## config.mk

```make
export PLATFORM = sky130hd
export DESIGN_NAME = bus_cycle_sequencer
export DESIGN_NICKNAME = d
export VERILOG_FILES = /design/src/rtl/bcs_pkg.sv /design/src/rtl/bcs_mult_len.sv /design/src/rtl/bcs_program_rom.sv /design/src/rtl/bcs_phase_walker.sv /design/src/rtl/bus_cycle_sequencer.sv
export SDC_FILE = /design/constraint.sdc
export NUM_CORES = 1
export LEC_CHECK = 0
export ABC_AREA = 1
export BUFFER_PORTS_ARGS = -buffer_cell sky130_fd_sc_hd__buf_4
export CORE_MARGIN = 2
export CORE_UTILIZATION = 45
export CTS_CLUSTER_DIAMETER = 80
export DETAILED_ROUTE_END_ITERATION = 6
export HOLD_SLACK_MARGIN = 0.08
export PLACE_DENSITY = 0.69
export SLEW_MARGIN = 20
export SYNTH_ARGS = -nofsm -noshare
export SYNTH_HDL_FRONTEND = slang
export SYNTH_HIERARCHICAL = 1
export SYNTH_SLANG_ARGS = --single-unit
```

## constraint.sdc

```tcl
create_clock -name clk -period 4.35 [get_ports clk]
set_input_delay 0 -clock clk [delete_from_list [all_inputs] [get_ports clk]]
set_output_delay 0 -clock clk [all_outputs]
set_load 0.01 [all_outputs]
```

## src/rtl/bcs_pkg.sv

```systemverilog
// Shared types for the bus-cycle sequencer.
// Assumes: cycle-type codes and class codes are fixed by the requirements.
package bcs_pkg;

    typedef enum logic [1:0] {
        CYC_N = 2'd0,
        CYC_S = 2'd1,
        CYC_I = 2'd2,
        CYC_C = 2'd3
    } cyc_e;

    typedef enum logic [4:0] {
        CL_DP     = 5'd0,
        CL_MUL    = 5'd1,
        CL_MLA    = 5'd2,
        CL_MULL   = 5'd3,
        CL_MLAL   = 5'd4,
        CL_BRANCH = 5'd5,
        CL_SWI    = 5'd6,
        CL_LDR    = 5'd7,
        CL_STR    = 5'd8,
        CL_SWP    = 5'd9,
        CL_LDM    = 5'd10,
        CL_STM    = 5'd11,
        CL_PSR    = 5'd12,
        CL_CDP    = 5'd13,
        CL_MCR    = 5'd14,
        CL_MRC    = 5'd15,
        CL_CPLS   = 5'd16
    } iclass_e;

    // Longest program: load-multiple into the program counter (6 phases).
    localparam int NPH = 6;

endpackage

```

## src/rtl/bcs_mult_len.sv

```systemverilog
// Multiplier early-termination length.
// Returns m = smallest k in 1..XLEN/8-1 such that operand bits [XLEN-1:8k]
// are all zeros or all ones, else XLEN/8.
// Assumes: XLEN is a multiple of 8 and at least 16.
module bcs_mult_len #(
    parameter int XLEN = 32,
    parameter int MW   = 3
) (
    input  logic [XLEN-1:0] operand,
    output logic [MW-1:0]   m_len
);
    localparam int NSTG = XLEN / 8 - 1;

    logic [NSTG:1] narrow;

    // One sign-extension detector per byte boundary.
    for (genvar k = 1; k <= NSTG; k++) begin : g_stage
        assign narrow[k] = (&operand[XLEN-1:8*k]) | ~(|operand[XLEN-1:8*k]);
    end

    // Pick the lowest boundary whose upper part is pure sign extension.
    always_comb begin
        m_len = MW'(NSTG + 1);
        for (int k = NSTG; k >= 1; k--) begin
            if (narrow[k]) m_len = MW'(k);
        end
    end

endmodule

```

## src/rtl/bcs_program_rom.sv

```systemverilog
// Translates an instruction class and its qualifiers into a short program of
// phases. Each phase has a cycle type, a repeat count and a busy-wait flag.
// Phases with a zero count are squeezed out, so the walker never has to
// skip them. A busy-wait phase carries count 1 and is only ever first.
module bcs_program_rom
    import bcs_pkg::*;
#(
    parameter int WCW = 5,
    parameter int CW  = 5,
    parameter int IW  = 3
) (
    input  logic [4:0]     cls,
    input  logic           cond_pass,
    input  logic           pc_dest,
    input  logic           reg_shift,
    input  logic [WCW-1:0] n_words,
    input  logic [CW-1:0]  m_len,
    output cyc_e           ph_typ  [NPH],
    output logic           ph_wait [NPH],
    output logic [CW-1:0]  ph_cnt  [NPH],
    output logic [IW-1:0]  ph_num
);
    typedef struct packed {
        cyc_e          typ;
        logic          wait_busy;
        logic [CW-1:0] cnt;
    } phase_t;

    localparam logic [CW-1:0] ONE = CW'(1);

    function automatic phase_t mk(cyc_e t, logic w, logic [CW-1:0] c);
        phase_t p;
        p.typ       = t;
        p.wait_busy = w;
        p.cnt       = c;
        return p;
    endfunction

    phase_t        raw [NPH];
    phase_t        pak [NPH];
    logic [CW-1:0] nm1;
    logic [IW-1:0] k;

    // Repeated-S count for block transfers: n-1, with n of 0 treated as 1.
    always_comb nm1 = (n_words == '0) ? '0 : CW'(n_words) - ONE;

    // Raw phase list for each class.
    always_comb begin
        for (int i = 0; i < NPH; i++) raw[i] = mk(CYC_S, 1'b0, '0);
        if (!cond_pass) begin
            raw[0] = mk(CYC_S, 1'b0, ONE);
        end else begin
            case (cls)
                CL_DP: begin
                    if (reg_shift) raw[0] = mk(CYC_I, 1'b0, ONE);
                    if (pc_dest) begin
                        raw[1] = mk(CYC_N, 1'b0, ONE);
                        raw[2] = mk(CYC_S, 1'b0, ONE);
                        raw[3] = mk(CYC_S, 1'b0, ONE);
                    end else begin
                        raw[1] = mk(CYC_S, 1'b0, ONE);
                    end
                end
                CL_MUL: begin
                    raw[0] = mk(CYC_I, 1'b0, m_len);
                    raw[1] = mk(CYC_S, 1'b0, ONE);
                end
                CL_MLA: begin
                    raw[0] = mk(CYC_I, 1'b0, ONE);
                    raw[1] = mk(CYC_I, 1'b0, m_len);
                    raw[2] = mk(CYC_S, 1'b0, ONE);
                end
                CL_MULL: begin
                    raw[0] = mk(CYC_I, 1'b0, m_len);
                    raw[1] = mk(CYC_I, 1'b0, ONE);
                    raw[2] = mk(CYC_S, 1'b0, ONE);
                end
                CL_MLAL: begin
                    raw[0] = mk(CYC_I, 1'b0, ONE);
                    raw[1] = mk(CYC_I, 1'b0, m_len);
                    raw[2] = mk(CYC_I, 1'b0, ONE);
                    raw[3] = mk(CYC_S, 1'b0, ONE);
                end
                CL_BRANCH, CL_SWI: begin
                    raw[0] = mk(CYC_N, 1'b0, ONE);
                    raw[1] = mk(CYC_S, 1'b0, ONE);
                    raw[2] = mk(CYC_S, 1'b0, ONE);
                end
                CL_LDR: begin
                    raw[0] = mk(CYC_N, 1'b0, ONE);
                    raw[1] = mk(CYC_I, 1'b0, ONE);
                    if (pc_dest) begin
                        raw[2] = mk(CYC_N, 1'b0, ONE);
                        raw[3] = mk(CYC_S, 1'b0, ONE);
                        raw[4] = mk(CYC_S, 1'b0, ONE);
                    end else begin
                        raw[2] = mk(CYC_S, 1'b0, ONE);
                    end
                end
                CL_STR: begin
                    raw[0] = mk(CYC_N, 1'b0, ONE);
                    raw[1] = mk(CYC_N, 1'b0, ONE);
                end
                CL_SWP: begin
                    raw[0] = mk(CYC_N, 1'b0, ONE);
                    raw[1] = mk(CYC_N, 1'b0, ONE);
                    raw[2] = mk(CYC_I, 1'b0, ONE);
                    raw[3] = mk(CYC_S, 1'b0, ONE);
                end
                CL_LDM: begin
                    raw[0] = mk(CYC_N, 1'b0, ONE);
                    raw[1] = mk(CYC_S, 1'b0, nm1);
                    raw[2] = mk(CYC_I, 1'b0, ONE);
                    if (pc_dest) begin
                        raw[3] = mk(CYC_N, 1'b0, ONE);
                        raw[4] = mk(CYC_S, 1'b0, ONE);
                        raw[5] = mk(CYC_S, 1'b0, ONE);
                    end else begin
                        raw[3] = mk(CYC_S, 1'b0, ONE);
                    end
                end
                CL_STM: begin
                    raw[0] = mk(CYC_N, 1'b0, ONE);
                    raw[1] = mk(CYC_S, 1'b0, nm1);
                    raw[2] = mk(CYC_I, 1'b0, ONE);
                    raw[3] = mk(CYC_N, 1'b0, ONE);
                end
                CL_CDP: begin
                    raw[0] = mk(CYC_I, 1'b1, ONE);
                    raw[1] = mk(CYC_S, 1'b0, ONE);
                end
                CL_MCR: begin
                    raw[0] = mk(CYC_I, 1'b1, ONE);
                    raw[1] = mk(CYC_C, 1'b0, ONE);
                    raw[2] = mk(CYC_N, 1'b0, ONE);
                end
                CL_MRC: begin
                    raw[0] = mk(CYC_I, 1'b1, ONE);
                    raw[1] = mk(CYC_C, 1'b0, ONE);
                    raw[2] = mk(CYC_I, 1'b0, ONE);
                    raw[3] = mk(CYC_S, 1'b0, ONE);
                end
                CL_CPLS: begin
                    raw[0] = mk(CYC_I, 1'b1, ONE);
                    raw[1] = mk(CYC_N, 1'b0, ONE);
                    raw[2] = mk(CYC_S, 1'b0, nm1);
                    raw[3] = mk(CYC_N, 1'b0, ONE);
                end
                default: raw[0] = mk(CYC_S, 1'b0, ONE);
            endcase
        end
    end

    // Squeeze out empty phases and count what remains.
    always_comb begin
        for (int i = 0; i < NPH; i++) pak[i] = mk(CYC_S, 1'b0, '0);
        k = '0;
        for (int i = 0; i < NPH; i++) begin
            if (raw[i].cnt != '0) begin
                pak[k] = raw[i];
                k      = k + IW'(1);
            end
        end
        ph_num = k;
    end

    // Unpack into per-field arrays for the walker.
    always_comb begin
        for (int i = 0; i < NPH; i++) begin
            ph_typ[i]  = pak[i].typ;
            ph_wait[i] = pak[i].wait_busy;
            ph_cnt[i]  = pak[i].cnt;
        end
    end

endmodule

```

## src/rtl/bcs_phase_walker.sv

```systemverilog
// Plays a latched phase program out one cycle type per clock.
// A busy-wait phase is held while cp_busy is high. When cp_busy is low, the
// next phase is emitted in the same clock, so a zero-length wait costs nothing.
// Assumes: a busy-wait phase is never the last phase and is never followed by
// another busy-wait phase.
module bcs_phase_walker
    import bcs_pkg::*;
#(
    parameter int CW = 5,
    parameter int IW = 3,
    parameter int PW = 3
) (
    input  logic          clk,
    input  logic          rst_n,
    input  logic          load,
    input  cyc_e          ph_typ  [NPH],
    input  logic          ph_wait [NPH],
    input  logic [CW-1:0] ph_cnt  [NPH],
    input  logic [IW-1:0] ph_num,
    input  logic          cp_busy,
    output logic          active,
    output cyc_e          typ,
    output logic          done
);
    cyc_e          st_typ  [NPH];
    logic          st_wait [NPH];
    logic [CW-1:0] st_cnt  [NPH];
    logic [IW-1:0] st_num;
    logic [PW-1:0] idx;
    logic [CW-1:0] rem;

    logic          skip;
    logic [PW-1:0] eff;
    logic [PW-1:0] nxt;
    logic [CW-1:0] eff_rem;
    logic          holding;
    logic          last_ph;

    // Pick the phase this clock: jump past a finished busy-wait.
    always_comb begin
        skip    = st_wait[idx] && !cp_busy;
        eff     = idx + {{(PW-1){1'b0}}, skip};
        nxt     = eff + PW'(1);
        eff_rem = skip ? st_cnt[eff] : rem;
        holding = st_wait[eff];
        last_ph = (IW'(eff) + IW'(1)) == st_num;
        done    = active && !holding && (eff_rem == CW'(1)) && last_ph;
        typ     = active ? st_typ[eff] : CYC_N;
    end

    // Latch a new program when idle, then step through it.
    always_ff @(posedge clk) begin
        if (!rst_n) begin
            active <= 1'b0;
            idx    <= '0;
            rem    <= '0;
            st_num <= '0;
            for (int i = 0; i < NPH; i++) begin
                st_typ[i]  <= CYC_S;
                st_wait[i] <= 1'b0;
                st_cnt[i]  <= '0;
            end
        end else if (!active) begin
            if (load) begin
                active <= 1'b1;
                idx    <= '0;
                rem    <= ph_cnt[0];
                st_num <= ph_num;
                for (int i = 0; i < NPH; i++) begin
                    st_typ[i]  <= ph_typ[i];
                    st_wait[i] <= ph_wait[i];
                    st_cnt[i]  <= ph_cnt[i];
                end
            end
        end else if (holding) begin
            idx <= eff;
        end else if (eff_rem > CW'(1)) begin
            idx <= eff;
            rem <= eff_rem - CW'(1);
        end else if (last_ph) begin
            active <= 1'b0;
        end else begin
            idx <= nxt;
            rem <= st_cnt[nxt];
        end
    end

    // the clock after a done pulse is idle.
    assert_idle_after_done_R2: assert property (@(posedge clk) disable iff (!rst_n)
        done |=> !active);

    // a sequence runs without gaps until its done pulse.
    assert_no_gap_R1: assert property (@(posedge clk) disable iff (!rst_n)
        (active && !done) |=> active);

endmodule

```

## src/rtl/bus_cycle_sequencer.sv

```systemverilog
// Top of the bus-cycle type sequencer.
// Takes one instruction class per start pulse while idle, and emits that
// instruction's N/S/I/C cycle types, one per clock, with a done pulse on
// the last one.
// Assumes: XLEN is a multiple of 8; word counts fit in WCW bits.
module bus_cycle_sequencer
    import bcs_pkg::*;
#(
    parameter int XLEN = 32,
    parameter int WCW  = 5
) (
    input  logic            clk,
    input  logic            rst_n,
    input  logic            start,
    input  logic [4:0]      instr_class,
    input  logic            cond_pass,
    input  logic            pc_dest,
    input  logic            reg_shift,
    input  logic [WCW-1:0]  word_count,
    input  logic [XLEN-1:0] mul_operand,
    input  logic            cp_busy,
    output logic [1:0]      cyc_type,
    output logic            cyc_valid,
    output logic            cyc_done
);
    localparam int MAXM = XLEN / 8;
    localparam int MBW  = $clog2(MAXM + 1);
    localparam int CW   = (WCW > MBW) ? WCW : MBW;
    localparam int IW   = $clog2(NPH + 1);
    localparam int PW   = $clog2(NPH);

    logic [CW-1:0] m_len;
    cyc_e          ph_typ  [NPH];
    logic          ph_wait [NPH];
    logic [CW-1:0] ph_cnt  [NPH];
    logic [IW-1:0] ph_num;
    cyc_e          w_typ;

    bcs_mult_len #(
        .XLEN (XLEN),
        .MW   (CW)
    ) u_mlen (
        .operand (mul_operand),
        .m_len   (m_len)
    );

    bcs_program_rom #(
        .WCW (WCW),
        .CW  (CW),
        .IW  (IW)
    ) u_rom (
        .cls       (instr_class),
        .cond_pass (cond_pass),
        .pc_dest   (pc_dest),
        .reg_shift (reg_shift),
        .n_words   (word_count),
        .m_len     (m_len),
        .ph_typ    (ph_typ),
        .ph_wait   (ph_wait),
        .ph_cnt    (ph_cnt),
        .ph_num    (ph_num)
    );

    bcs_phase_walker #(
        .CW (CW),
        .IW (IW),
        .PW (PW)
    ) u_walk (
        .clk     (clk),
        .rst_n   (rst_n),
        .load    (start),
        .ph_typ  (ph_typ),
        .ph_wait (ph_wait),
        .ph_cnt  (ph_cnt),
        .ph_num  (ph_num),
        .cp_busy (cp_busy),
        .active  (cyc_valid),
        .typ     (w_typ),
        .done    (cyc_done)
    );

    // Present the walker's cycle type on the plain port.
    always_comb cyc_type = w_typ;

    // a sequence only begins after a start sampled while idle.
    assert_start_opens_R1: assert property (@(posedge clk) disable iff (!rst_n)
        $rose(cyc_valid) |-> $past(start));

    // a failed condition yields one S and finishes at once.
    assert_cond_fail_single_R3: assert property (@(posedge clk) disable iff (!rst_n)
        (start && !cyc_valid && !cond_pass) |=> (cyc_done && cyc_type == 2'd1));

    // a zero-extended short operand takes one I before the final S.
    assert_short_mul_R5: assert property (@(posedge clk) disable iff (!rst_n)
        (start && !cyc_valid && cond_pass && instr_class == 5'd1
         && mul_operand[XLEN-1:8] == '0)
        |=> (cyc_type == 2'd2 && !cyc_done) ##1 (cyc_type == 2'd1 && cyc_done));

endmodule

```

## Word-level counts from Yosys, hierarchy flattened

Memory sizes are Yosys's and may differ from the RTL's. A register that Yosys moved wholly into a read port is not among the register bits.
Index checks and enable logic that the tools add are counted.
W data, S select, Z words.

| operators by class | value |
|---|---|
| muxes and demuxes | 83 |
| reduce and logical (&&, ||, !) cells | 42 |
| magnitude comparators | 11 |
| bitwise operators | 30 |
| equal/unequal tests | 20 |
| add/sub/neg operators | 9 |

Operators with widths:

| operator | count |
|---|---|
| $bwmux W48 | 5 |
| $mux W48 | 5 |
| $demux W8 S3 | 5 |
| $pmux W8 S5 | 2 |
| $mux W8 | 9 |
| $mux W5 | 13 |
| $pmux W8 S7 | 1 |
| $pmux W8 S6 | 1 |
| $mux W3 | 15 |
| $mux W40 | 1 |
| $eq A5 B4 Y1 const B | 7 |
| $reduce_bool A5 Y1 | 6 |
| $reduce_and A24 Y1 | 1 |
| $reduce_or A24 Y1 | 1 |
| $or A1 B1 Y1 | 21 |
| $eq A5 B3 Y1 const B | 4 |
| $ge A4 B4 Y1 const B | 5 |
| $lt A4 B1 Y1 const B | 5 |
| $mux W1 | 16 |
| $not A3 Y4 | 4 |
| $pmux W8 S2 | 1 |
| $reduce_and A16 Y1 | 1 |
| $reduce_or A16 Y1 | 1 |
| $add A3 B1 Y3 const B | 5 |
| other kinds (29) | 60 |

| storage, ports and cells | value |
|---|---|
| memories kept | 3 |
| register bits after elaboration | 12 |
| bits of input ports | 49 |
| RAM bits | 48 |
| output and inout port bits | 4 |

Memory list:

| memory | words | bits a word | read ports | clocked after memory_dff | write ports | line | text |
|---|---|---|---|---|---|---|---|
| u_walk.st_cnt | 6 | 5 | 2 | 0 | 6 | bcs_phase_walker.sv:27 | `logic [CW-1:0] st_cnt [NPH];` |
| u_walk.st_typ | 6 | 2 | 1 | 0 | 6 | bcs_phase_walker.sv:25 | `cyc_e st_typ [NPH];` |
| u_walk.st_wait | 6 | 1 | 2 | 1 | 6 | bcs_phase_walker.sv:26 | `logic st_wait [NPH];` |

## Depth between registers and ports, before layout

Gate-level depths: netlist of the first run.

| logic depth | value |
|---|---|
| word-level depth | 27 |
| gate-level depth with buffers | 32 |
| gate-level depth less buffers | 32 |

## By module

Netlist of the first run, hierarchy kept.

By module, submodules not included:

| module | cells an instance | area each (um2) | times used |
|---|---|---|---|
| bcs_phase_walker | 471 | 3545.9 | 1 |
| bcs_program_rom | 379 | 2035.7 | 1 |
| bcs_mult_len | 53 | 220.2 | 1 |

## Worst setup path after synthesis of the first run

Ideal clock, no wire load.

| timing | value |
|---|---|
| kind | input port to flip-flop |
| start | input mul_operand[26] |
| end | register u_walk.st_num[1] |
| slack | 0.931 ns |
| arrival | 3.242 ns |
| data required time | 4.173 ns |
| cell stages on the path | 25 |
| cell sequence | nand2_1 > nor2_1 > nand2_1 > nor2_2 > inv_1 > nand3_1 > nand2_1 > nand2_1 > nand3_1 > nor3_1 > nand2_1 > nor2_1 > inv_1 > fa_1 > ha_1 > nand2_1 > nand2_4 > ha_1 > nand2_1 > nand2_4 > ha_1 > nor2_1 > a31oi_1 > nand2_1 > o21ai_0 |

| between the ends | value |
|---|---|
| longest elaborated chain between the ends | 20 |

RTL lines:

| element | line | text |
|---|---|---|
| from (decl) | bus_cycle_sequencer.sv:20 | `input logic [XLEN-1:0] mul_operand,` |
| $reduce_or A8 Y1 | bcs_mult_len.sv:18 | `assign narrow[k] = (&operand[XLEN-1:8*k]) \| ~(\|operand[XLEN-1:8*k]);` |
| $not A1 Y1 | bcs_mult_len.sv:18 |  |
| $or A1 B1 Y1 | bcs_mult_len.sv:18 |  |
| $mux W3 (2 in a row) | bcs_mult_len.sv:25 | `if (narrow[k]) m_len = MW'(k);` |
| $mux W3 * | bcs_mult_len.sv:25 |  |
| named net m_len[0] | bus_cycle_sequencer.sv:32 | `logic [CW-1:0] m_len;` |
| $pmux W8 S5 | bcs_program_rom.sv:53 | `case (cls)` |
| $mux W8 | bcs_program_rom.sv:50 | `if (!cond_pass) begin` |
| [5 not listed] | -- |  |
| $mux W3 * | bcs_program_rom.sv:159 | `if (raw[i].cnt != '0) begin` |
| $add A3 B1 Y3 | bcs_program_rom.sv:161 | `k = k + IW'(1);` |
| $mux W3 * | bcs_program_rom.sv:159 |  |
| $add A3 B1 Y3 | bcs_program_rom.sv:161 |  |
| $mux W3 * | bcs_program_rom.sv:159 |  |
| $add A3 B1 Y3 | bcs_program_rom.sv:161 |  |
| $mux W3 * | bcs_program_rom.sv:159 |  |
| named net ph_num[1] | bus_cycle_sequencer.sv:36 | `logic [IW-1:0] ph_num;` |
| to (signal assigned) | bcs_phase_walker.sv:68 | `st_num <= ph_num;` |
| to (decl) | bcs_phase_walker.sv:28 | `logic [IW-1:0] st_num;` |

The timed path passes the listed nets; every way through them passes the cells marked *.
A chain may end at the register's enable or synchronous reset.

==> Flow_metrics.wiki, run 1 <==
{| class="wikitable"
! Metric !! Value
|-
| Overall die width || 117.5 um
|-
| Arr. time, crit path || 3940 ps
|-
| Setup slack after placement || 318.8 ps
|-
| Boundary Pins || 53
|-
| Pleak || 0.002958 uW
|-
| Share of layout cells above drive strength 1 || 16.75%
|-
| Sequential-to-total area share from yosys stat || 29.16%
|-
| CP max stage cell || sky130_fd_sc_hd__ha_1
|-
| Final weighted congestion in routability-driven placement || 0.8991
|-
| Highest ir drop seen on vdd || 235.9 uV
|-
| Total grt overflow || 0
|-
| Area added between synthesis and finish || 13.20%
|-
| Transition time at the pin with the least slew margin || 716.0 ps
|-
| Multi-input gate area || 3441 um2
|-
| Global-route wire length before repair || 23.77 mm
|-
| Total of flip-flops plus latches after synthesis || 63
|-
| Gate Count Post-Synth || 903
|-
| Share of flip-flops with an asynchronous set or reset || 0%
|-
| Worst skew pair latency || 330 ps
|-
| Max-capacitance violation count || 0
|-
| Delay-heaviest family, CP || simple AND/OR/NAND/NOR gates
|-
| Number of sinks on the clock net || 63
|-
| Leading register cell type out of synthesis || sky130_fd_sc_hd__edfxtp_1
|-
| Via total after detailed routing || 5497
|-
| First drt pass iteration count || 5
|-
| Sum of net half-perimeters after detailed placement || 10.93 mm
|-
| Top cell type by total area after synthesis || sky130_fd_sc_hd__edfxtp_1
|-
| Most common library cell in the layout ignoring fill and taps || sky130_fd_sc_hd__nand2_1
|-
| Buffering stage count on the worst path with inverters included || 5
|-
| Clock-pin transition on the worst setup and hold timing paths || 60 ps
|-
| YS warnings || 6
|-
| Violation count after the first detailed-route iteration || 422
|-
| Required time of the critical path || 4570 ps
|-
| Clk_skew || 8.371 ps
|-
| Setup repair after global routing missed its margin || false
|-
| Top-area cell type share of the netlist area || 22.26%
|-
| Fill cells || 1314
|-
| H-tree depth || 3
|-
| Result of the run || complete, no violations
|-
| Routed vias/inst || 4.904
|-
| Highest clock rate || 268.8 MHz
|-
| Cell seen most often among critical-path stages || sky130_fd_sc_hd__nand2_1
|-
| Total die area || 13820 um2
|-
| Average footprint of a synthesized cell || 6.425 um2
|-
| Period minus WS final || 3720 ps
|-
| Setup_tns || 0 ps
|-
| Height of the chip || 117.5 um
|-
| Residual DRC || 0
|-
| Slowest Stage Delay on Critical Path || 390 ps
|-
| Worst min path class || in -> reg
|-
| Post-synthesis instance area || 5802 um2
|-
| Hold violation total from the final report || 0
|-
| Type of element launching the critical path || register
|-
| Row cnt || 41
|-
| Largest net degree at the start of global routing || 50
|-
| Count of cell types in the netlist || 48
|-
| Final antenna diode count || 0
|-
| Final cycle utilization of the critical path || 85.52%
|-
| Highest-count cells in the layout ignoring fill and taps || sky130_fd_sc_hd__nand2_1, sky130_fd_sc_hd__nor2_1, sky130_fd_sc_hd__inv_1
|-
| Root buffer selected by CTS || sky130_fd_sc_hd__clkbuf_16
|-
| Max Transition Viols Final || 0
|-
| Max-slew headroom || 52.27%
|-
| Number of nets in the finished design || 1007
|-
| Worst Setup End Kind || register
|-
| Fin worst setup slack || 629.7 ps
|-
| Overall routing resource usage || 20.70%
|-
| Maximum fanout count along the critical path || 10
|-
| Initial Utilization || 45.97%
|-
| Placeable Area || 12620 um2
|-
| Total power per unit cell area || 499.0 nW/um2
|-
| Number of global-route vias before repair || 5086
|-
| Final number of setup-violating endpoints || 0
|-
| Area used by sequential logic in the layout || 1692 um2
|-
| Inserted Clock Buffers || 9
|-
| Final antenna-violating net count || 0
|-
| Count of input and output buffers || 44
|-
| Classification of the worst setup path || reg -> reg
|-
| Cts repair resizes || 0
|-
| Number of antenna violations at the first check in global routing || 0
|-
| Clock tree from TritonCTS || yes
|-
| Post-synth EDFFs || 43
|-
| Mean routed wirelength per cell || 12.41 um
|-
| Biggest area contributors in the synthesized netlist || sky130_fd_sc_hd__edfxtp_1, sky130_fd_sc_hd__nand2_1, sky130_fd_sc_hd__nor2_1, sky130_fd_sc_hd__inv_1, sky130_fd_sc_hd__dfxtp_1
|-
| DRT Wirelength || 13.91 mm
|-
| Maximum clock insertion buffer count || 2
|}
[worst paths after layout]
path	endpoint	startpoint	slack, ps	cells past startpoint
worst max-delay path	u_walk/rem[4]	u_walk/st_wait[5]	630	25
worst min-delay path	u_walk/st_wait[0]	cond_pass	230	5
worst max register to register	u_walk/rem[4]	u_walk/st_wait[5]	630	25
worst min register to register	u_walk/rem[3]	u_walk/rem[3]	470	2
[cell usage after synthesis (2+ instances only)]
library cell               instances
sky130_fd_sc_hd__inv_1           115
sky130_fd_sc_hd__nor3_1            7
sky130_fd_sc_hd__nand2_1         213
sky130_fd_sc_hd__a31oi_1           5
sky130_fd_sc_hd__a311oi_1          2
sky130_fd_sc_hd__buf_4            19
sky130_fd_sc_hd__clkinv_1          4
sky130_fd_sc_hd__o21ai_1          10
sky130_fd_sc_hd__buf_1             2
sky130_fd_sc_hd__ha_1             13
sky130_fd_sc_hd__nand3_1          77
sky130_fd_sc_hd__or2_2             6
sky130_fd_sc_hd__conb_1            2
sky130_fd_sc_hd__a211oi_1          2
sky130_fd_sc_hd__nand3b_1          4
sky130_fd_sc_hd__dfxtp_1          20
sky130_fd_sc_hd__o221a_2           2
sky130_fd_sc_hd__nor2_2           18
sky130_fd_sc_hd__edfxtp_1         43
sky130_fd_sc_hd__buf_2             5
sky130_fd_sc_hd__o211ai_1          4
sky130_fd_sc_hd__inv_2            13
sky130_fd_sc_hd__buf_6             2
sky130_fd_sc_hd__xor2_1            2
sky130_fd_sc_hd__nand2_2          17
sky130_fd_sc_hd__a221oi_1          2
sky130_fd_sc_hd__a22oi_1           3
sky130_fd_sc_hd__nand2_4           8
sky130_fd_sc_hd__nor2_4            3
sky130_fd_sc_hd__a21oi_1          24
sky130_fd_sc_hd__a21oi_2           2
sky130_fd_sc_hd__xnor2_1           2
sky130_fd_sc_hd__nand4_1          10
sky130_fd_sc_hd__o22ai_1           5
sky130_fd_sc_hd__nand3_2          15
sky130_fd_sc_hd__nor2_1          156
sky130_fd_sc_hd__o21ai_2           4
sky130_fd_sc_hd__clkbuf_1          9
sky130_fd_sc_hd__o21ai_0          44
[layout make-up]
cell class	instances	share of cell area, %
clock buffer	10	3.486
clock inverter	6	1.429
inverter	133	7.640
multi-input combinational	685	52.39
sequential	63	25.76
tap	172	3.277
timing repair buffer	52	6.020
[where the power goes]
| group | leakage, uW | internal (uW) | switching, uW |
|---|---|---|---|
| Sequential | 0.000608 | 721 | 44.3 |
| Clock | 0.000153 | 505 | 271 |
| Combinational | 0.00220 | 585 | 1150 |
[per-layer routing]
metal	wire length, um	part of all wire, %	global-route usage, %
met5	0	0	0
met4	119	0.86	5.120
met2	6824	49	36.95
met3	523	3.8	3.004
met1	6447	46	26.28
[worst register-to-register path, cell delays in order, from the launching register on]
cell and delay [ps]:
sky130_fd_sc_hd__edfxtp_1 370, sky130_fd_sc_hd__inv_1 100, sky130_fd_sc_hd__a21oi_1 60, sky130_fd_sc_hd__o21ai_0 90, sky130_fd_sc_hd__nand2_2 130, sky130_fd_sc_hd__nand2_2 180, sky130_fd_sc_hd__inv_1 110, sky130_fd_sc_hd__ha_1 220
sky130_fd_sc_hd__ha_1 390, sky130_fd_sc_hd__inv_1 350, sky130_fd_sc_hd__nand3_1 150, sky130_fd_sc_hd__nand2_1 80, sky130_fd_sc_hd__nand2_1 50, sky130_fd_sc_hd__nand2_1 90, sky130_fd_sc_hd__nand3_1 80, sky130_fd_sc_hd__nand2_1 150
sky130_fd_sc_hd__inv_1 60, sky130_fd_sc_hd__ha_1 170, sky130_fd_sc_hd__nand2_1 120, sky130_fd_sc_hd__nand2_4 110, sky130_fd_sc_hd__nand3_1 100, sky130_fd_sc_hd__nand2_2 80, sky130_fd_sc_hd__inv_2 140, sky130_fd_sc_hd__nand2_1 70
sky130_fd_sc_hd__nor2_1 130, sky130_fd_sc_hd__nor2_1 50
[registers in the layout, indices dropped and copies added, names as in the netlist, named ones only]
register and flops:
u_walk/rem 5, u_walk/idx 3, u_walk/st_wait 6, u_walk/st_typ 12, u_walk/active 1, u_walk/st_num 3
u_walk/st_cnt 30
[repair_timing]
item                      4_1_cts  5_1_grt
setup buffers                   0        0
hold endpoints to repair       13        0
hold buffers                    2        0
[kinds of logic after synthesis]
kind of cell	Yosys count	share of synthesized area (%)
AOI/OAI and AO/OA	111	11.15
xor gates and xnor gates	4	0.6039
adders and majority gates	14	3.149
buffers and inverters	170	12.64
DFF	63	29.16
other	2	0.1294
and+or+nand+nor	539	43.17
[per-stage QoR]
stage | hold WS, ps | std cells | cell area, um2 | power [uW] | util (%)
after floorplan | 138.9 | 918 | 5858 | 2118 | -
after global routing | 268.8 | 1121 | 6568 | 3554 | 52.04
after detailed placement | 278.1 | 1103 | 6220 | 2486 | 49.29
after global placement | 275.6 | 1103 | 6220 | 2479 | 49.29
after CTS | 206.5 | 1121 | 6563 | 3268 | 52.00
final | 229.1 | 1121 | 6568 | 3277 | 52.04
No activity file was read; power rests on OpenSTA's default activity.
==> run 2, diff against run 1 <==
- PLACE_DENSITY: 0.69 -> 0.7
- SYNTH_HIERARCHICAL: 1 -> default
==> run 2 against run 1 <==
Against the previous run: the run now ends with design-rule violations left; core utilization grew 0.79 points; highest routed layer unchanged; cell count decreased by 22%; critical path type unchanged; largest cell class unchanged; routed wire length down 17%; combinational power is 16% lower; clock power decreased by 56%; worst setup slack got worse by 150 ps; synthesized cell count decreased by 23%; first-iteration DRC count is 27% lower; critical endpoint is now u_walk.idx[1].
==> Flow_metrics.wiki, run 2 <==
{| class="wikitable"
! Metric !! Value
|-
| Result of the run || complete, but fails checks
|-
| Violated checks || design-rule violations
|-
| Count of cell types in the netlist || 50
|-
| Final weighted congestion in routability-driven placement || 0.8895
|-
| Row cnt || 36
|-
| Clock tree from TritonCTS || yes
|-
| YS warnings || 0
|-
| Post-synthesis instance area || 4586 um2
|-
| Gate power share || 60.0%
|-
| Highest ir drop seen on vdd || 298.9 uV
|-
| Highest clock rate || 258.2 MHz
|-
| Period minus WS final || 3872 ps
|-
| Boundary Pins || 53
|-
| Worst Setup End Kind || register
|-
| Hold EP || u_walk.st_wait[0]
|-
| Via total after detailed routing || 4572
|-
| Sum of net half-perimeters after detailed placement || 9.367 mm
|-
| Clk_skew || 8.171 ps
|-
| Fraction of power consumed by the clock network || 14.2%
|-
| Leading register cell type out of synthesis || sky130_fd_sc_hd__edfxtp_1
|-
| Inserted Clock Buffers || 5
|-
| Number of sinks on the clock net || 52
|-
| Cts repair resizes || 0
|-
| Biggest area contributors in the synthesized netlist || sky130_fd_sc_hd__edfxtp_1, sky130_fd_sc_hd__nand2_1, sky130_fd_sc_hd__dfxtp_1, sky130_fd_sc_hd__nand3_1, sky130_fd_sc_hd__nor2_1
|-
| Worst slack on hold paths || 184.4 ps
|-
| Endpoint of the worst register-to-register path || u_walk.idx[1]
|-
| Arr. time, crit path || 4100 ps
|-
| Top cell type by total area after synthesis || sky130_fd_sc_hd__edfxtp_1
|-
| Required time of the critical path || 4570 ps
|-
| Final antenna diode count || 0
|-
| Type of element launching the critical path || register
|-
| Total of flip-flops plus latches after synthesis || 52
|-
| Pleak || 0.002362 uW
|-
| Max Transition Viols Final || 0
|-
| Overall die width || 104.9 um
|-
| Number of global-route vias before repair || 4447
|-
| Dpl cell area || 5052 um2
|-
| Final antenna-violating net count || 0
|-
| Maximum fanout count along the critical path || 13
|-
| Highest-count cells in the layout ignoring fill and taps || sky130_fd_sc_hd__nand2_1, sky130_fd_sc_hd__nor2_1, sky130_fd_sc_hd__inv_1
|-
| Startpoint of the lowest-slack hold path || cond_pass
|-
| Routed vias/inst || 5.231
|-
| Root buffer selected by CTS || sky130_fd_sc_hd__clkbuf_8
|-
| Setup repair after global routing missed its margin || false
|-
| Top-area cell type share of the netlist area || 20.95%
|-
| Final number of setup-violating endpoints || 0
|-
| Max-capacitance violation count || 0
|-
| Global-route wire length before repair || 19.60 mm
|-
| Overall routing resource usage || 21.23%
|-
| Top cells by instance count after synthesis || sky130_fd_sc_hd__nand2_1, sky130_fd_sc_hd__nor2_1, sky130_fd_sc_hd__inv_1
|-
| Placeable Area || 9819 um2
|-
| Average footprint of a synthesized cell || 6.589 um2
|-
| Hold path depth || 3
|-
| Initial Utilization || 46.70%
|-
| Clock-pin transition on the worst setup and hold timing paths || 100 ps
|-
| Net switching fraction of the power || 48.33%
|-
| Share of flip-flops with an asynchronous set or reset || 0%
|-
| Maximum clock insertion buffer count || 2
|-
| Worst skew pair latency || 310 ps
|-
| DRT Wirelength || 11.58 mm
|-
| Switching power of the nets || 1166 uW
|-
| CP max stage cell || sky130_fd_sc_hd__nand2_1
|-
| Largest registers || u_walk.st_cnt x22, u_walk.st_typ x10
|-
| First drt pass iteration count || 7
|-
| Critical Path, Cell by Cell || inv_1, a21oi_1, o21ai_0, nand3_2, inv_1, ha_1, ha_1, or2_1, nand2_1, inv_1, o21ai_0, nand2_1, nand2_1, o21ai_1, inv_1, ha_1, nand3_1, nand2_1, nand2_1, o21ai_0, nand2_1, a21oi_1
|-
| Setup_tns || 0 ps
|-
| Residual DRC || 2
|-
| Count of input and output buffers || 44
|-
| Post-synth EDFFs || 32
|-
| Height of the chip || 104.9 um
|-
| Transition time at the pin with the least slew margin || 619.5 ps
|-
| Largest net degree at the start of global routing || 34
|-
| Share of layout cells above drive strength 1 || 16.73%
|-
| Number of nets in the finished design || 803
|-
| Classification of the worst setup path || reg -> reg
|-
| Worst R2R Path Depth || 22
|-
| Final cycle utilization of the critical path || 89.02%
|-
| Mean routed wirelength per cell || 13.25 um
|-
| Max-slew headroom || 58.26%
|-
| Total die area || 11010 um2
|-
| Worst setup slack for register-to-register paths || 480 ps
|-
| Total power per unit cell area || 465.1 nW/um2
|-
| Area added between synthesis and finish || 13.12%
|-
| Worst min path class || in -> reg
|-
| Slowest Stage Delay on Critical Path || 380 ps
|-
| Total grt overflow || 0
|-
| Hold violation total from the final report || 0
|-
| Cell seen most often among critical-path stages || sky130_fd_sc_hd__nand2_1
|-
| Register bank with the most flops || u_walk.st_cnt
|-
| Violation count after the first detailed-route iteration || 309
|-
| Most common library cell in the layout ignoring fill and taps || sky130_fd_sc_hd__nand2_1
|-
| Post-layout utilization of the core || 52.83%
|-
| Most repeated cell in the gate-level netlist after synthesis || sky130_fd_sc_hd__nand2_1
|-
| Fill cells || 1043
|-
| Sequential Power Share || 25.8%
|-
| Max FFs per register || 22
|-
| Sequential-to-total area share from yosys stat || 29.69%
|-
| Gate Count Post-Synth || 696
|-
| Number of antenna violations at the first check in global routing || 0
|-
| Cell-internal power || 1247 uW
|-
| Final non-filler cell area || 5187 um2
|-
| H-tree depth || 2
|}
## run 2: cell types whose count changed after synthesis, sizes merged, moves of 5 or more
cell	previous run	this run
nand3	93	79
o31ai	0	5
nand2	239	186
buf	28	11
edfxtp	43	32
a21oi	26	38
o21ai	58	50
inv	129	93
nor2	178	106
## run 2: worst max-delay path: cells and delay by family (launching register included)
kind,cells,cell delay [ps]
flip-flops,1,350
AND/OR/NAND/NOR,9,1580
AO/OA/AOI/OAI,6,840
adder cells (fa/ha/maj),3,570
buffers and inverters,4,440
## run 2: power by group through the flow
stage | sequential (uW) | clock [uW] | combinational, uW
finish | 624 | 342 | 1450
global route | 630 | 369 | 1630
CTS | 622 | 347 | 1430
detailed placement | 633 | 0 | 1420
global placement | 633 | 0 | 1380
floorplan | 622 | 0 | 1130
## run 2: stage by stage
| step | total power, uW | worst slack [ps] | std cells |
|---|---|---|---|
| after floorplan | 1747 | 741.8 | 697 |
| after detailed placement | 2053 | 276.0 | 864 |
| final | 2413 | 477.6 | 874 |
| after CTS | 2397 | 486.5 | 874 |
| after global placement | 2012 | 377.8 | 864 |
| after global routing | 2629 | 96.06 | 874 |
## run 2: final cells by class
cell class	count	area (um2)	area share, %
clock buffer	5	68.82	1.327
multi-input combinational	534	2789	53.76
timing repair buffer	53	402.9	7.767
clock inverter	3	46.29	0.8924
sequential	52	1361	26.24
tap	133	166.4	3.208
inverter	94	352.8	6.802
## run 2: timing repair
action / 4_1_cts / 5_1_grt
buffers inserted: 0 / 0
endpoints found under the hold margin: 12 / 0
hold buffers: 2 / 0
## run 2: worst max path at each step
stage                         start                   to  slack (ps)  depth (start not counted)
floorplan            instr_class[4]  u_walk.st_cnt[1][2]         740                         21
global placement    mul_operand[31]  u_walk.st_cnt[1][2]         380                         20
detailed placement  mul_operand[29]  u_walk.st_cnt[1][3]         280                         20
CTS                        register        u_walk.idx[1]         490                         22
global route               register        u_walk.idx[1]         100                         22
finish                     register        u_walk.idx[1]         480                         22
## run 2: kinds of logic (layout without fill, tap and decap cells)
logic type               Yosys count  count (layout)  synth area share [%]
AO/OA/AOI/OAI                    105             105                 13.02
adder cells (fa/ha/maj)           14              14                 3.984
buffers and inverters            111             155                 9.577
XOR/XNOR                           7               7                 1.501
other                              1               2               0.08178
AND/OR/NAND/NOR                  406             406                 42.16
flip-flops                        52              52                 29.69
## run 2: metal layers
metal / global-route usage, % / routed length, um / vias up
met5: 0 / 0 / -
met4: 8.286 / 314 / 0
met3: 2.308 / 432 / 26
met2: 39.24 / 5803 / 124
met1: 24.96 / 5028 / 2049
li1: - / - / 2373
==> run 3, diff against run 2 <==
- ABC_AREA: 1 -> default
==> run 3 against run 2 <==
Against the previous run: the flow now finishes without violations; critical path depth is 6 lower; cell count fell by 25%; clock skew shrank 1.1 ps; clock power shrank 4%; fmax down 8.0%; non-clock buffer count rose by 27; synthesized cell count is 31% lower; area after synthesis shrank 7.8%; die area down 7.5%.
==> Flow_metrics.wiki, run 3 <==
{| class="wikitable"
! Metric !! Value
|-
| Required time of the critical path || 4590 ps
|-
| Top-area cell type share of the netlist area || 22.73%
|-
| Count of input and output buffers || 44
|-
| Max FFs per register || 22
|-
| Number of nets in the finished design || 609
|-
| Arr. time, crit path || 4450 ps
|-
| Setup_tns || 0 ps
|-
| Final cycle utilization of the critical path || 96.76%
|-
| Final antenna-violating net count || 0
|-
| Period minus WS final || 4209 ps
|-
| Mean routed wirelength per cell || 17.55 um
|-
| Residual DRC || 0
|-
| Most common library cell in the layout ignoring fill and taps || sky130_fd_sc_hd__buf_4
|-
| Number of antenna violations at the first check in global routing || 0
|-
| Max Transition Viols Final || 0
|-
| Hold violation total from the final report || 0
|-
| DRT Wirelength || 11.55 mm
|-
| Clk_skew || 7.038 ps
|-
| Sum of net half-perimeters after detailed placement || 8.973 mm
|-
| Cell-internal power || 1086 uW
|-
| Clock tree from TritonCTS || yes
|-
| Worst Setup End Kind || register
|-
| Classification of the worst setup path || reg -> reg
|-
| Post-synth EDFFs || 32
|-
| Biggest area contributors in the synthesized netlist || sky130_fd_sc_hd__edfxtp_1, sky130_fd_sc_hd__dfxtp_1, sky130_fd_sc_hd__mux4_2, sky130_fd_sc_hd__a21oi_1, sky130_fd_sc_hd__ha_1
|-
| Highest-count cells in the layout ignoring fill and taps || sky130_fd_sc_hd__buf_4, sky130_fd_sc_hd__nor2_1, sky130_fd_sc_hd__nand2_1
|-
| Fill cells || 859
|-
| Max-capacitance violation count || 0
|-
| Setup slack after placement || 105.5 ps
|-
| Share of layout cells above drive strength 1 || 21.76%
|-
| Violation count after the first detailed-route iteration || 204
|-
| Highest clock rate || 237.6 MHz
|-
| Worst min path class || in -> reg
|-
| Max-slew headroom || 41.36%
|-
| Most repeated cell in the gate-level netlist after synthesis || sky130_fd_sc_hd__nor2_1
|-
| Global-route wire length before repair || 19.12 mm
|-
| Initial Utilization || 45.97%
|-
| Top cells by instance count after synthesis || sky130_fd_sc_hd__nor2_1, sky130_fd_sc_hd__nand2_1, sky130_fd_sc_hd__a21oi_1
|-
| Placeable Area || 9196 um2
|-
| Highest ir drop seen on vdd || 142.8 uV
|-
| YS warnings || 0
|-
| Fin worst setup slack || 141.1 ps
|-
| Final weighted congestion in routability-driven placement || 0.8848
|-
| Worst skew pair latency || 310 ps
|-
| Height of the chip || 100.9 um
|-
| Root buffer selected by CTS || sky130_fd_sc_hd__clkbuf_8
|-
| Row cnt || 35
|-
| Via total after detailed routing || 4009
|-
| Routed vias/inst || 6.093
|-
| Transition time at the pin with the least slew margin || 872.9 ps
|-
| Overall routing resource usage || 23.31%
|-
| Register bank with the most flops || u_walk.st_cnt
|-
| Share of flip-flops with an asynchronous set or reset || 0%
|-
| Boundary Pins || 53
|-
| Total of flip-flops plus latches after synthesis || 52
|-
| Total power per unit cell area || 331.0 nW/um2
|-
| Number of global-route vias before repair || 4006
|-
| Result of the run || complete, no violations
|-
| Gate power share || 44.9%
|-
| Leading register cell type out of synthesis || sky130_fd_sc_hd__edfxtp_1
|-
| Pleak || 0.001917 uW
|-
| Sequential-to-total area share from yosys stat || 32.20%
|-
| H-tree depth || 2
|-
| Largest net degree at the start of global routing || 33
|-
| Number of sinks on the clock net || 52
|-
| Maximum clock insertion buffer count || 2
|-
| Average footprint of a synthesized cell || 8.845 um2
|-
| Type of element launching the critical path || register
|-
| Total grt overflow || 0
|-
| Maximum fanout count along the critical path || 11
|-
| Area added between synthesis and finish || 19.62%
|-
| Final number of setup-violating endpoints || 0
|-
| Top cell type by total area after synthesis || sky130_fd_sc_hd__edfxtp_1
|-
| Total die area || 10190 um2
|-
| Sequential Power Share || 35.6%
|-
| Post-synthesis instance area || 4228 um2
|-
| Largest registers || u_walk.st_cnt x22, u_walk.st_typ x10
|-
| Overall die width || 100.9 um
|-
| Fraction of power consumed by the clock network || 19.6%
|-
| First drt pass iteration count || 6
|-
| Inserted Clock Buffers || 5
|-
| Final antenna diode count || 0
|-
| Switching power of the nets || 588.0 uW
|-
| Clock-pin transition on the worst setup and hold timing paths || 90 ps
|-
| Count of cell types in the netlist || 76
|-
| Net switching fraction of the power || 35.13%
|-
| Gate Count Post-Synth || 478
|}
run 3: metrics by stage:
step / utilization [%] / instances / hold WS [ps] / instance area [um2] / total power, uW
2_1_floorplan: - / 479 / 152.5 / 4245 / 1089
3_3_place_gp: 53.21 / 649 / 358.0 / 4893 / 1313
3_5_place_dp: 53.21 / 649 / 354.9 / 4893 / 1328
4_1_cts: 54.48 / 658 / 100.0 / 5010 / 1652
5_1_grt: 54.99 / 658 / 135.7 / 5057 / 1772
6_report: 54.99 / 658 / 121.4 / 5057 / 1674
run 3: cell families after synthesis:
kind of cell,count (synthesis),share of synthesized area [%]
flops,52,32.20
mux,27,10.03
compound gates,119,18.91
simple gates,206,26.16
other cells,1,0.08870
fa+ha+maj,14,4.321
buf+inv,43,4.025
xor+xnor,16,4.262
run 3: worst paths after layout:
check | cells past startpoint | endpoint | start | slack (ps)
setup / recovery | 16 | u_walk.rem[3] | register | 140
hold / removal | 4 | u_walk.idx[0] | start | 120
setup reg to reg | 16 | u_walk.rem[3] | register | 140
hold reg to reg | 2 | u_walk.rem[3] | u_walk.rem[3] | 490
run 3: area by class of cell:
type / count / area (um2) / share of cell area [%]
multi-input cells: 384 / 2760 / 54.58
clock inverters: 3 / 37.54 / 0.7422
clock buffers: 5 / 68.82 / 1.361
inverters: 23 / 87.58 / 1.732
repair buffers: 80 / 603.1 / 11.92
well taps: 111 / 138.9 / 2.746
flip-flops and latches: 52 / 1361 / 26.92
run 3: what timing repair did:
item / 4_1_cts / 5_1_grt
hold buffers: 1 / 0
hold endpoints to repair: 9 / 0
setup buffers: 0 / 0
endpoints found under the setup margin: 0 / 6
resized for setup: 0 / 8
run 3: routing by layer:
metal	part of all wire (%)	vias up	GRT usage [%]
met5	0	-	0
met4	2.1	0	8.628
met3	3.2	18	2.011
met2	51	116	42.31
met1	43	1908	28.72
li1	-	1967	-
run 3: critical path, stage by stage (launching register included):
cell	delay, ps
sky130_fd_sc_hd__dfxtp_1	390
sky130_fd_sc_hd__mux2i_2	280
sky130_fd_sc_hd__a22oi_2	150
sky130_fd_sc_hd__nand2_1	180
sky130_fd_sc_hd__inv_1	130
sky130_fd_sc_hd__ha_1	260
sky130_fd_sc_hd__ha_4	290
sky130_fd_sc_hd__mux2_1	320
sky130_fd_sc_hd__mux4_2	510
sky130_fd_sc_hd__mux2i_2	200
sky130_fd_sc_hd__inv_1	60
sky130_fd_sc_hd__ha_1	230
sky130_fd_sc_hd__a211oi_4	220
sky130_fd_sc_hd__o41ai_1	110
sky130_fd_sc_hd__buf_4	200
sky130_fd_sc_hd__or4_1	500
sky130_fd_sc_hd__o211ai_1	100
run 3: power by group through the flow:
stage	logic, uW	registers (uW)	clock network (uW)
2_1_floorplan	497	592	0
3_3_place_gp	710	603	0
3_5_place_dp	723	605	0
4_1_cts	727	594	331
5_1_grt	820	600	352
6_report	751	595	327
